--- src/rtl/cfg_seq_pkg.sv ---
package cfg_seq_pkg;
   typedef enum logic [2:0] {
      ST_CLEAR  = 3'd0,
      ST_WAIT   = 3'd1,
      ST_CONFIG = 3'd2,
      ST_START  = 3'd3,
      ST_OPER   = 3'd4
   } cfg_state_e;
endpackage

--- src/rtl/cfg_sync.sv ---
module cfg_sync #(
   parameter int STAGES  = 2,
   parameter bit RST_VAL = 1'b0
) (
   input  logic clk,
   input  logic arst_n,
   input  logic d,
   output logic q
);
   logic [STAGES-1:0] chain;

   generate
      if (STAGES == 1) begin : g_single
         always_ff @(posedge clk or negedge arst_n) begin
            if (!arst_n) chain <= RST_VAL;
            else         chain <= d;
         end
      end else begin : g_chain
         always_ff @(posedge clk or negedge arst_n) begin
            if (!arst_n) chain <= {STAGES{RST_VAL}};
            else         chain <= {chain[STAGES-2:0], d};
         end
      end
   endgenerate

   assign q = chain[STAGES-1];
endmodule

--- src/rtl/cfg_len_cnt.sv ---
module cfg_len_cnt #(
   parameter int LEN_W = 16
) (
   input  logic             clk,
   input  logic             rst_n,
   input  logic             clear,
   input  logic             tick,
   input  logic             load,
   input  logic [LEN_W-1:0] load_val,
   input  logic             eoc,
   output logic             match
);
   logic [LEN_W-1:0] cnt;
   logic [LEN_W-1:0] len_q;

   always_ff @(posedge clk or negedge rst_n) begin
      if (!rst_n) begin
         cnt   <= '0;
         len_q <= '1;
      end else begin
         if (load) len_q <= load_val;
         if (clear)     cnt <= '0;
         else if (tick) cnt <= cnt + 1'b1;
      end
   end

   assign match = eoc && (cnt == len_q);
endmodule

--- src/rtl/cfg_fsm.sv ---
module cfg_fsm
   import cfg_seq_pkg::*;
#(
   parameter int MODE_W       = 4,
   parameter int MASTER_BIT   = 0,
   parameter int INIT_HI_CYC  = 2,
   parameter int MASTER_EXTRA = 6,
   parameter int STARTUP_CYC  = 3
) (
   input  logic              clk,
   input  logic              rst_n,
   input  logic              init_s,
   input  logic              abort_n,
   input  logic              reprog_n,
   input  logic [MODE_W-1:0] mode_in,
   input  logic              keep_cfg,
   input  logic              clr_done,
   input  logic              bit_err,
   input  logic              len_match,
   output cfg_state_e        state,
   output logic              cfg_enter,
   output logic              clr_req,
   output logic [MODE_W-1:0] mode_latched
);
   localparam int MAX_WAIT = INIT_HI_CYC + MASTER_EXTRA;
   localparam int TW       = $clog2(MAX_WAIT + 1);
   localparam int SW       = $clog2(STARTUP_CYC + 1);

   cfg_state_e  nxt;
   logic [TW-1:0] hi_cnt;
   logic [TW-1:0] need_m1;
   logic [SW-1:0] st_cnt;
   logic          cfged;
   logic          pins_ok;
   logic          skip_clr;
   logic          stop_cfg;
   logic          wait_go;

   assign need_m1  = mode_in[MASTER_BIT] ? TW'(MAX_WAIT - 1) : TW'(INIT_HI_CYC - 1);
   assign pins_ok  = abort_n && reprog_n;
   assign skip_clr = keep_cfg && cfged;
   assign stop_cfg = !pins_ok || bit_err;
   assign wait_go  = init_s && pins_ok && (hi_cnt == need_m1);

   always_comb begin
      nxt = state;
      unique case (state)
         ST_CLEAR:  if (skip_clr || clr_done) nxt = ST_WAIT;
         ST_WAIT:   if (wait_go) nxt = ST_CONFIG;
         ST_CONFIG: begin
            if (stop_cfg)       nxt = ST_CLEAR;
            else if (len_match) nxt = ST_START;
         end
         ST_START: begin
            if (!reprog_n)                          nxt = ST_CLEAR;
            else if (st_cnt == SW'(STARTUP_CYC - 1)) nxt = ST_OPER;
         end
         ST_OPER:   if (!reprog_n) nxt = ST_CLEAR;
         default:   nxt = ST_CLEAR;
      endcase
   end

   assign cfg_enter = (state == ST_WAIT) && wait_go;
   assign clr_req   = (state == ST_CLEAR) && !skip_clr;

   always_ff @(posedge clk or negedge rst_n) begin
      if (!rst_n) begin
         state        <= ST_CLEAR;
         hi_cnt       <= '0;
         st_cnt       <= '0;
         cfged        <= 1'b0;
         mode_latched <= '0;
      end else begin
         state <= nxt;
         if (state == ST_WAIT && init_s && pins_ok && !wait_go) hi_cnt <= hi_cnt + 1'b1;
         else                                                   hi_cnt <= '0;
         if (state == ST_START && nxt == ST_START) st_cnt <= st_cnt + 1'b1;
         else                                      st_cnt <= '0;
         if (state == ST_CONFIG && nxt == ST_START) cfged <= 1'b1;
         if (cfg_enter) mode_latched <= mode_in;
      end
   end
endmodule

--- src/rtl/cfg_seq_top.sv ---
module cfg_seq_top
   import cfg_seq_pkg::*;
#(
   parameter int MODE_W       = 4,
   parameter int MASTER_BIT   = 0,
   parameter int LEN_W        = 16,
   parameter int SYNC_STAGES  = 2,
   parameter int INIT_HI_CYC  = 2,
   parameter int MASTER_EXTRA = 6,
   parameter int STARTUP_CYC  = 3
) (
   input  logic              clk,
   input  logic              pwr_good,
   input  logic              init_sense,
   output logic              init_pull_low,
   input  logic              abort_n,
   input  logic              reprog_n,
   input  logic [MODE_W-1:0] mode_in,
   input  logic              keep_cfg,
   output logic              clr_req,
   input  logic              clr_done,
   input  logic              len_load,
   input  logic [LEN_W-1:0]  len_value,
   input  logic              cfg_tick,
   input  logic              eoc_frame,
   input  logic              bit_err,
   output logic              busy_hi,
   output logic              busy_lo,
   output logic              cfg_finished,
   output logic              dout_en,
   output logic              io_en,
   output logic              usr_rst_n,
   output logic [MODE_W-1:0] mode_latched
);
   generate
      if (MASTER_BIT >= MODE_W) begin : g_bad_mode
         $error("MASTER_BIT must index a mode input");
      end
      if (INIT_HI_CYC < 1 || STARTUP_CYC < 1 || SYNC_STAGES < 1) begin : g_bad_cyc
         $error("cycle counts and synchronizer depth must be at least 1");
      end
      if (LEN_W < 1) begin : g_bad_len
         $error("LEN_W must be at least 1");
      end
   endgenerate

   logic       sys_rst_n;
   logic       init_s;
   logic       len_match;
   logic       cfg_enter;
   cfg_state_e state;

   cfg_sync #(.STAGES(SYNC_STAGES), .RST_VAL(1'b0)) i_pwr_sync (
      .clk(clk), .arst_n(pwr_good), .d(1'b1), .q(sys_rst_n));

   cfg_sync #(.STAGES(SYNC_STAGES), .RST_VAL(1'b0)) i_init_sync (
      .clk(clk), .arst_n(sys_rst_n), .d(init_sense), .q(init_s));

   cfg_len_cnt #(.LEN_W(LEN_W)) i_len (
      .clk(clk), .rst_n(sys_rst_n), .clear(cfg_enter),
      .tick(cfg_tick && (state == ST_CONFIG)),
      .load(len_load), .load_val(len_value), .eoc(eoc_frame), .match(len_match));

   cfg_fsm #(
      .MODE_W(MODE_W), .MASTER_BIT(MASTER_BIT), .INIT_HI_CYC(INIT_HI_CYC),
      .MASTER_EXTRA(MASTER_EXTRA), .STARTUP_CYC(STARTUP_CYC)
   ) i_fsm (
      .clk(clk), .rst_n(sys_rst_n), .init_s(init_s), .abort_n(abort_n),
      .reprog_n(reprog_n), .mode_in(mode_in), .keep_cfg(keep_cfg),
      .clr_done(clr_done), .bit_err(bit_err), .len_match(len_match),
      .state(state), .cfg_enter(cfg_enter), .clr_req(clr_req),
      .mode_latched(mode_latched));

   assign init_pull_low = (state == ST_CLEAR);
   assign busy_hi       = (state == ST_CLEAR) || (state == ST_WAIT) || (state == ST_CONFIG);
   assign busy_lo       = !busy_hi;
   assign dout_en       = (state == ST_CONFIG);
   assign cfg_finished  = (state == ST_START) || (state == ST_OPER);
   assign io_en         = cfg_finished;
   assign usr_rst_n     = (state == ST_OPER);
endmodule

--- config.mk ---
export PLATFORM = sky130hd
export DESIGN_NAME = cfg_seq_top
export DESIGN_NICKNAME = d
export VERILOG_FILES = /design/src/rtl/cfg_seq_pkg.sv /design/src/rtl/cfg_sync.sv /design/src/rtl/cfg_len_cnt.sv /design/src/rtl/cfg_fsm.sv /design/src/rtl/cfg_seq_top.sv
export SDC_FILE = /design/constraint.sdc
export NUM_CORES = 1
export LEC_CHECK = 0
export BUFFER_PORTS_ARGS = -buffer_cell sky130_fd_sc_hd__buf_2
export CORE_MARGIN = 8
export CORE_UTILIZATION = 59
export CTS_BUF_LIST = sky130_fd_sc_hd__clkbuf_4 sky130_fd_sc_hd__clkbuf_8 sky130_fd_sc_hd__clkbuf_16
export CTS_CLUSTER_SIZE = 24
export DETAILED_ROUTE_END_ITERATION = 6
export GPL_ROUTABILITY_DRIVEN = 0
export PLACE_DENSITY = 0.95
export SLEW_MARGIN = 20
export SYNTH_ARGS = -nofsm -noshare
export SYNTH_HDL_FRONTEND = slang
export SYNTH_HIERARCHICAL = 1
export SYNTH_SLANG_ARGS = --single-unit
--- constraint.sdc ---
create_clock -name clk -period 2.4 [get_ports clk]
set_clock_uncertainty 0.1 [all_clocks]
set_input_delay 0.48 -clock clk [delete_from_list [all_inputs] [get_ports clk]]
set_output_delay 0.48 -clock clk [all_outputs]
set_load 0.02 [all_outputs]
Yosys cells after proc, flatten, opt, wreduce, memory -nomap -nowiden

Index checks and enable logic that the tools add are counted.

Register bits after elaboration: 50
Logic and storage cells: 57
Bits of input ports: 31

Mux-type cells: 13
Reduce and logical (&&, ||, !) cells: 24
Equality and inequality tests: 8
Add/sub/neg operators: 3

Operators with widths:

| kind                    | number |
|---|---|
| $mux W16                | 2 |
| $mux W3                 | 8 |
| $add A16 B1 Y16 const B | 1 |
| $eq A16 B16 Y1          | 1 |
| $pmux W3 S5             | 1 |
| $logic_and A1 B1 Y1     | 13 |
| $eq A3 B2 Y1 const B    | 3 |
| $logic_or A1 B1 Y1      | 5 |
| $add A4 B1 Y4 const B   | 1 |
| $eq A4 B4 Y1            | 1 |
| $logic_not A1 Y1        | 4 |
| $mux W4                 | 1 |
| $eq A3 B1 Y1 const B    | 1 |
| $eq A3 B3 Y1 const B    | 1 |
| $logic_not A3 Y1        | 1 |
| $add A2 B1 Y2 const B   | 1 |
| $eq A2 B2 Y1 const B    | 1 |
| $mux W2                 | 1 |
| $reduce_bool A2 Y1      | 1 |

Depth between registers and ports, before layout

Depth after elaboration: 8
Gate-level depth with buffers: 9
Gate-level depth less buffers: 7

Cells and area by module

Netlist, hierarchy kept.

By module, submodules not included:

| module      | seq. area each (um^2) | area an instance (um^2) | times used | cells an instance |
|---|---|---|---|---|
| cfg_len_cnt | 820.8                 | 1,600.3                 | 1          | 137 |
| cfg_fsm     | 350.3                 | 666.9                   | 1          | 60 |
| cfg_sync    | 50.0                  | 50.0                    | 2          | 2 |
| cfg_seq_top | 0.0                   | 67.6                    | 1          | 10 |

Worst setup path before layout

Ideal clock, no wire load.

Path kind: in2reg
From: input mode_in[0]
To: register i_len.cnt[13]
Stages: 8
Arrival time: 2.566 ns
Path slack: -0.343 ns
Required time: 2.223 ns
Path buffers: 1
Library setup time: 0.077 ns
Cells stage by stage: or3_4 a2111o_1 inv_1 clkbuf_8 o21ai_2 or3_4 or4_1 a21oi_1

Cells in the longest elaborated chain, start to end: 5
Elaborated cells between the ends (all ways): 6
Classes of those cells: eq/ne (1); mux (2); reduce/logical (3)

Ends and longest elaborated chain:

| item                                           | line              | source |
|---|---|---|
| from (decl)                                    | cfg_seq_top.sv:18 | `input logic [MODE_W-1:0] mode_in,` |
| $mux W3 *                                      | cfg_fsm.sv:39     | `assign need_m1 = mode_in[MASTER_BIT] ? TW'(MAX_WAIT - 1) : TW'(INIT_HI_CYC - 1);` |
| $eq A4 B4 Y1 *                                 | cfg_fsm.sv:43     | `assign wait_go = init_s && pins_ok && (hi_cnt == need_m1);` |
| $logic_and A1 B1 Y1 *                          | cfg_fsm.sv:43     |  |
| $logic_and A1 B1 Y1 *                          | cfg_fsm.sv:63     | `assign cfg_enter = (state == ST_WAIT) && wait_go;` |
| via cfg_enter                                  | cfg_seq_top.sv:50 | `logic cfg_enter;` |
| $mux W16 or $reduce_bool A2 Y1 (tied branches) | -                 |  |
| to (signal assigned)                           | cfg_len_cnt.sv:23 | `else if (tick) cnt <= cnt + 1'b1;` |
| to (decl)                                      | cfg_len_cnt.sv:13 | `logic [LEN_W-1:0] cnt;` |

The timed path passes the listed nets; every way through them passes the cells marked *.
A chain may end at the register's enable or synchronous reset.

Final worst setup path

From: register i_fsm.hi_cnt[1]
To: register i_len.cnt[8]

Cells in the longest elaborated chain, start to end: 4
Elaborated cells between the ends (all ways): 5
Classes of those cells: eq/ne (1); mux (1); reduce/logical (3)

Ends and longest elaborated chain:

| item                                           | line              | source |
|---|---|---|
| from (decl)                                    | cfg_fsm.sv:30     | `logic [TW-1:0] hi_cnt;` |
| from (signal assigned)                         | cfg_fsm.sv:75     | `if (state == ST_WAIT && init_s && pins_ok && !wait_go) hi_cnt <= hi_cnt + 1'b1;` |
| $eq A4 B4 Y1 *                                 | cfg_fsm.sv:43     |  |
| $logic_and A1 B1 Y1 *                          | cfg_fsm.sv:43     |  |
| $logic_and A1 B1 Y1 *                          | cfg_fsm.sv:63     |  |
| via cfg_enter                                  | cfg_seq_top.sv:50 |  |
| $mux W16 or $reduce_bool A2 Y1 (tied branches) | -                 |  |

Marks and branches as above.

==> key figures <==
Logic synthesis
  • Share of the synthesized area in the top cell type: 34.9%
  • Synth Warn #: 6
  • Library cells used by synthesis: 45
  • Async SR Flop Fraction: 100%
  • Count leader, synth: dfrtp_1
  • Gate Count Post-Synth: 211
  • Register area share after synthesis: 52.2%
  • Synth top area cells: dfrtp_1, dfstp_2, mux2_2
  • Synth Flop Type: dfrtp_1
  • Mapped Nets: 245
  • Yosys top cell by area: dfrtp_1
  • EDFF count, synth: 0
  • Flops & latches, synth: 50
  • Mapped Avg Cell Area: 11.5 um^2
  • Netlist Area Pre-Place: 2430 um^2
  • Top cells by count, synth: dfrtp_1, xnor2_1, mux2_2

Timing
  • Pins Over Slew Limit: 0
  • Relative slew slack: 38.6%
  • Slew @ Worst Pin: 0.921 ns
  • RSZ-0062 raised after global routing: yes
  • Fmax: 0.411 GHz
  • Min Tclk post-route: 2.43 ns
  • Hold slack: 0.189 ns
  • Tcrit/Tclk final: 101%
  • Final hold vios: 0
  • Worst setup margin: -0.0320 ns
  • Setup Viol. Count Final: 2

Final layout
  • Layout cell share with drive strength beyond 1: 43.6%
  • Area grow syn2layout: 20.6%
  • Nets@finish: 306
  • Fin cells: 323
  • Antenna diodes: 0
  • Fin area: 2940 um^2

Clocking
  • CTS Root Cell: clkbuf_8
  • CTS buffer count: 5
  • H-tree depth: 2
  • Clk sink count: 50
  • CTS Buffer Depth: 2
  • Skew-Pair Late Insertion Delay: 0.30 ns
  • Worst-path clk slew: 0.08 ns
  • CTS tree: done

Route
  • Final ANT Viol Nets: 0
  • DR pass1 iterations: 4
  • Vias per cell: 5.86
  • Via count: 1892
  • Drc violations: 0
  • Iteration-0 DRC Markers: 179
  • Wirelength per Cell: 17.2 um
  • WL final: 5550 um

Run status
  • Status: complete, but fails checks
  • Failing checks: negative setup slack

Global routing
  • GRT Total Usage: 18.4%
  • Vias in the first global route: 2022
  • Overflow after GRT: 0
  • Largest net degree at the start of global routing: 44
  • First-pass GRT wire length: 9320 um
  • Initial antenna violation count: 0

Job
  • Max-cap violations: 0

Critical path
  • Crit path cell chain: or3_4 -> a2111o_1 -> inv_2 -> o2111ai_1 -> buf_4 -> nor3_1 -> xnor2_1 -> nor2_1
  • Highest-delay cell along the critical path: a2111o_1
  • Startpoint type of the worst setup path: flop
  • Crit-path max FO: 5
  • Worst Setup End Kind: flop
  • Worst path max stage delay: 0.40 ns
  • Crit path arrival time: 2.53 ns
  • Worst reg2reg setup slack: -0.03 ns
  • Setup CP Type: reg2reg
  • Worst path required time: 2.49 ns

Placement
  • PortBufs: 42
  • Dpl hpwl: 4140 um
  • Placed Cells: 313
  • Placement Cell Area: 2800 um^2

Pwr
  • Maximum vdd drop: 0.000528 V
  • Power Total: 1780 uW
  • Power Density: 606 nW/um^2
  • Cell leakage power: 0.00131 uW

Die
  • # IOs: 43
  • Initial Util: 60.9%
  • Die Footprint: 6440 um^2
  • Core area: 4000 um^2
  • Die width: 80.2 um
  • Placement Rows: 23
  • Die Y-Extent: 80.2 um

Hold path
  • Min-Delay Path Class: in2reg
[worst max-delay path, delay by kind of cell, from the launching register on]
kind            cells  cell delay [ns]
compound gates      2             0.67
xor+xnor            1             0.17
buf+inv             2             0.35
flops               1             0.39
simple gates        3             0.66
[area by class of cell]
type	instances	area (um^2)
clock buffer	7	90.1
clock inverter	1	5.00
fill	259	1060
inverter	7	26.3
multi-input combinational	147	1120
sequential	50	1270
tap	50	62.6
timing repair buffer	61	355
[power breakdown]
| part | switching [uW] | leakage, uW | internal, uW |
|---|---|---|---|
| clock network | 257 | 0.0000517 | 244 |
| logic | 146 | 0.000645 | 140 |
| registers | 69.9 | 0.000619 | 924 |
| total | 472 | 0.00131 | 1310 |
[metal layers]
metal | wire, um | share of wire (%) | global-route usage, % | up-vias
li1 | - | - | - | 854
met5 | 0 | 0 | 0 | -
met3 | 298 | 5.4 | 4.13 | 19
met2 | 3000 | 54 | 32.3 | 81
met4 | 175 | 3.2 | 10.2 | 0
met1 | 2080 | 38 | 20.1 | 938
[worst paths after layout]
| check | to | start | depth (start not counted) |
|---|---|---|---|
| hold reg to reg | i_init_sync/chain[1]$_DFF_PN0_ | i_init_sync/chain[0]$_DFF_PN0_ | 0 |
| max in group asynchronous | i_len/len_q[0]$_DFFE_PN1P_ | i_pwr_sync/chain[1]$_DFF_PN0_ | 1 |
| hold / removal | i_init_sync/chain[0]$_DFF_PN0_ | init_sense | 1 |
| min in group asynchronous | i_len/cnt[0]$_DFFE_PN0P_ | i_pwr_sync/chain[1]$_DFF_PN0_ | 0 |
| setup / recovery | i_len/cnt[8]$_DFFE_PN0P_ | i_fsm/hi_cnt[1]$_DFF_PN0_ | 8 |
| setup reg to reg | i_len/cnt[8]$_DFFE_PN0P_ | i_fsm/hi_cnt[1]$_DFF_PN0_ | 8 |
[cells by family after synthesis]
| group | share of synthesized area, % |
|---|---|
| compound gates | 4.78 |
| mux | 10.1 |
| flops | 52.2 |
| xor+xnor | 10.8 |
| simple gates | 17.6 |
| fa+ha+maj | 1.54 |
| other cells | 0.154 |
| buf+inv | 2.77 |
[state kept, by name, summed over array words and instances (netlist names)]
name and count:
i_fsm/hi_cnt 4, i_pwr_sync/chain 2, i_init_sync/chain 2, i_fsm/mode_latched 4, i_fsm/st_cnt 2, i_len/cnt 16, i_len/len_q 16, i_fsm/cfged 1
i_fsm/state 3
[placed cells by master, fill, tap and decap left out, drive strengths merged, types with 4 or more instances in the layout]
master and n:
nor3 8, nand3 10, nand2b 4, nor4 6, xor2 7, nand2 7
clkbuf 7, xnor2 23, nor2 20, dfrtp 34, nand4 7, buf 60
mux2 21, inv 7, a21oi 4, dfstp 16
[stage by stage]
stage	TNS, ns	worst slack (ns)	util (%)
6_report	-0.0571	-0.0320	73.4
5_1_grt	-0.257	-0.0991	73.4
4_1_cts	-0.0485	-0.0260	73.1
3_5_place_dp	-2.02	-0.350	70.1
3_3_place_gp	-1.50	-0.231	70.1
2_1_floorplan	-0.709	-0.235	-
[timing repair]
action | in CTS | in global routing
resized for setup | 3 | 2
hold buffers | 1 | 0
setup endpoints to repair | 3 | 4
pin swaps | 1 | 0
cloned | 0 | 0
endpoints found under the hold margin | 2 | 0
setup buffers | 1 | 0
(Power assumes the default switching activity.)
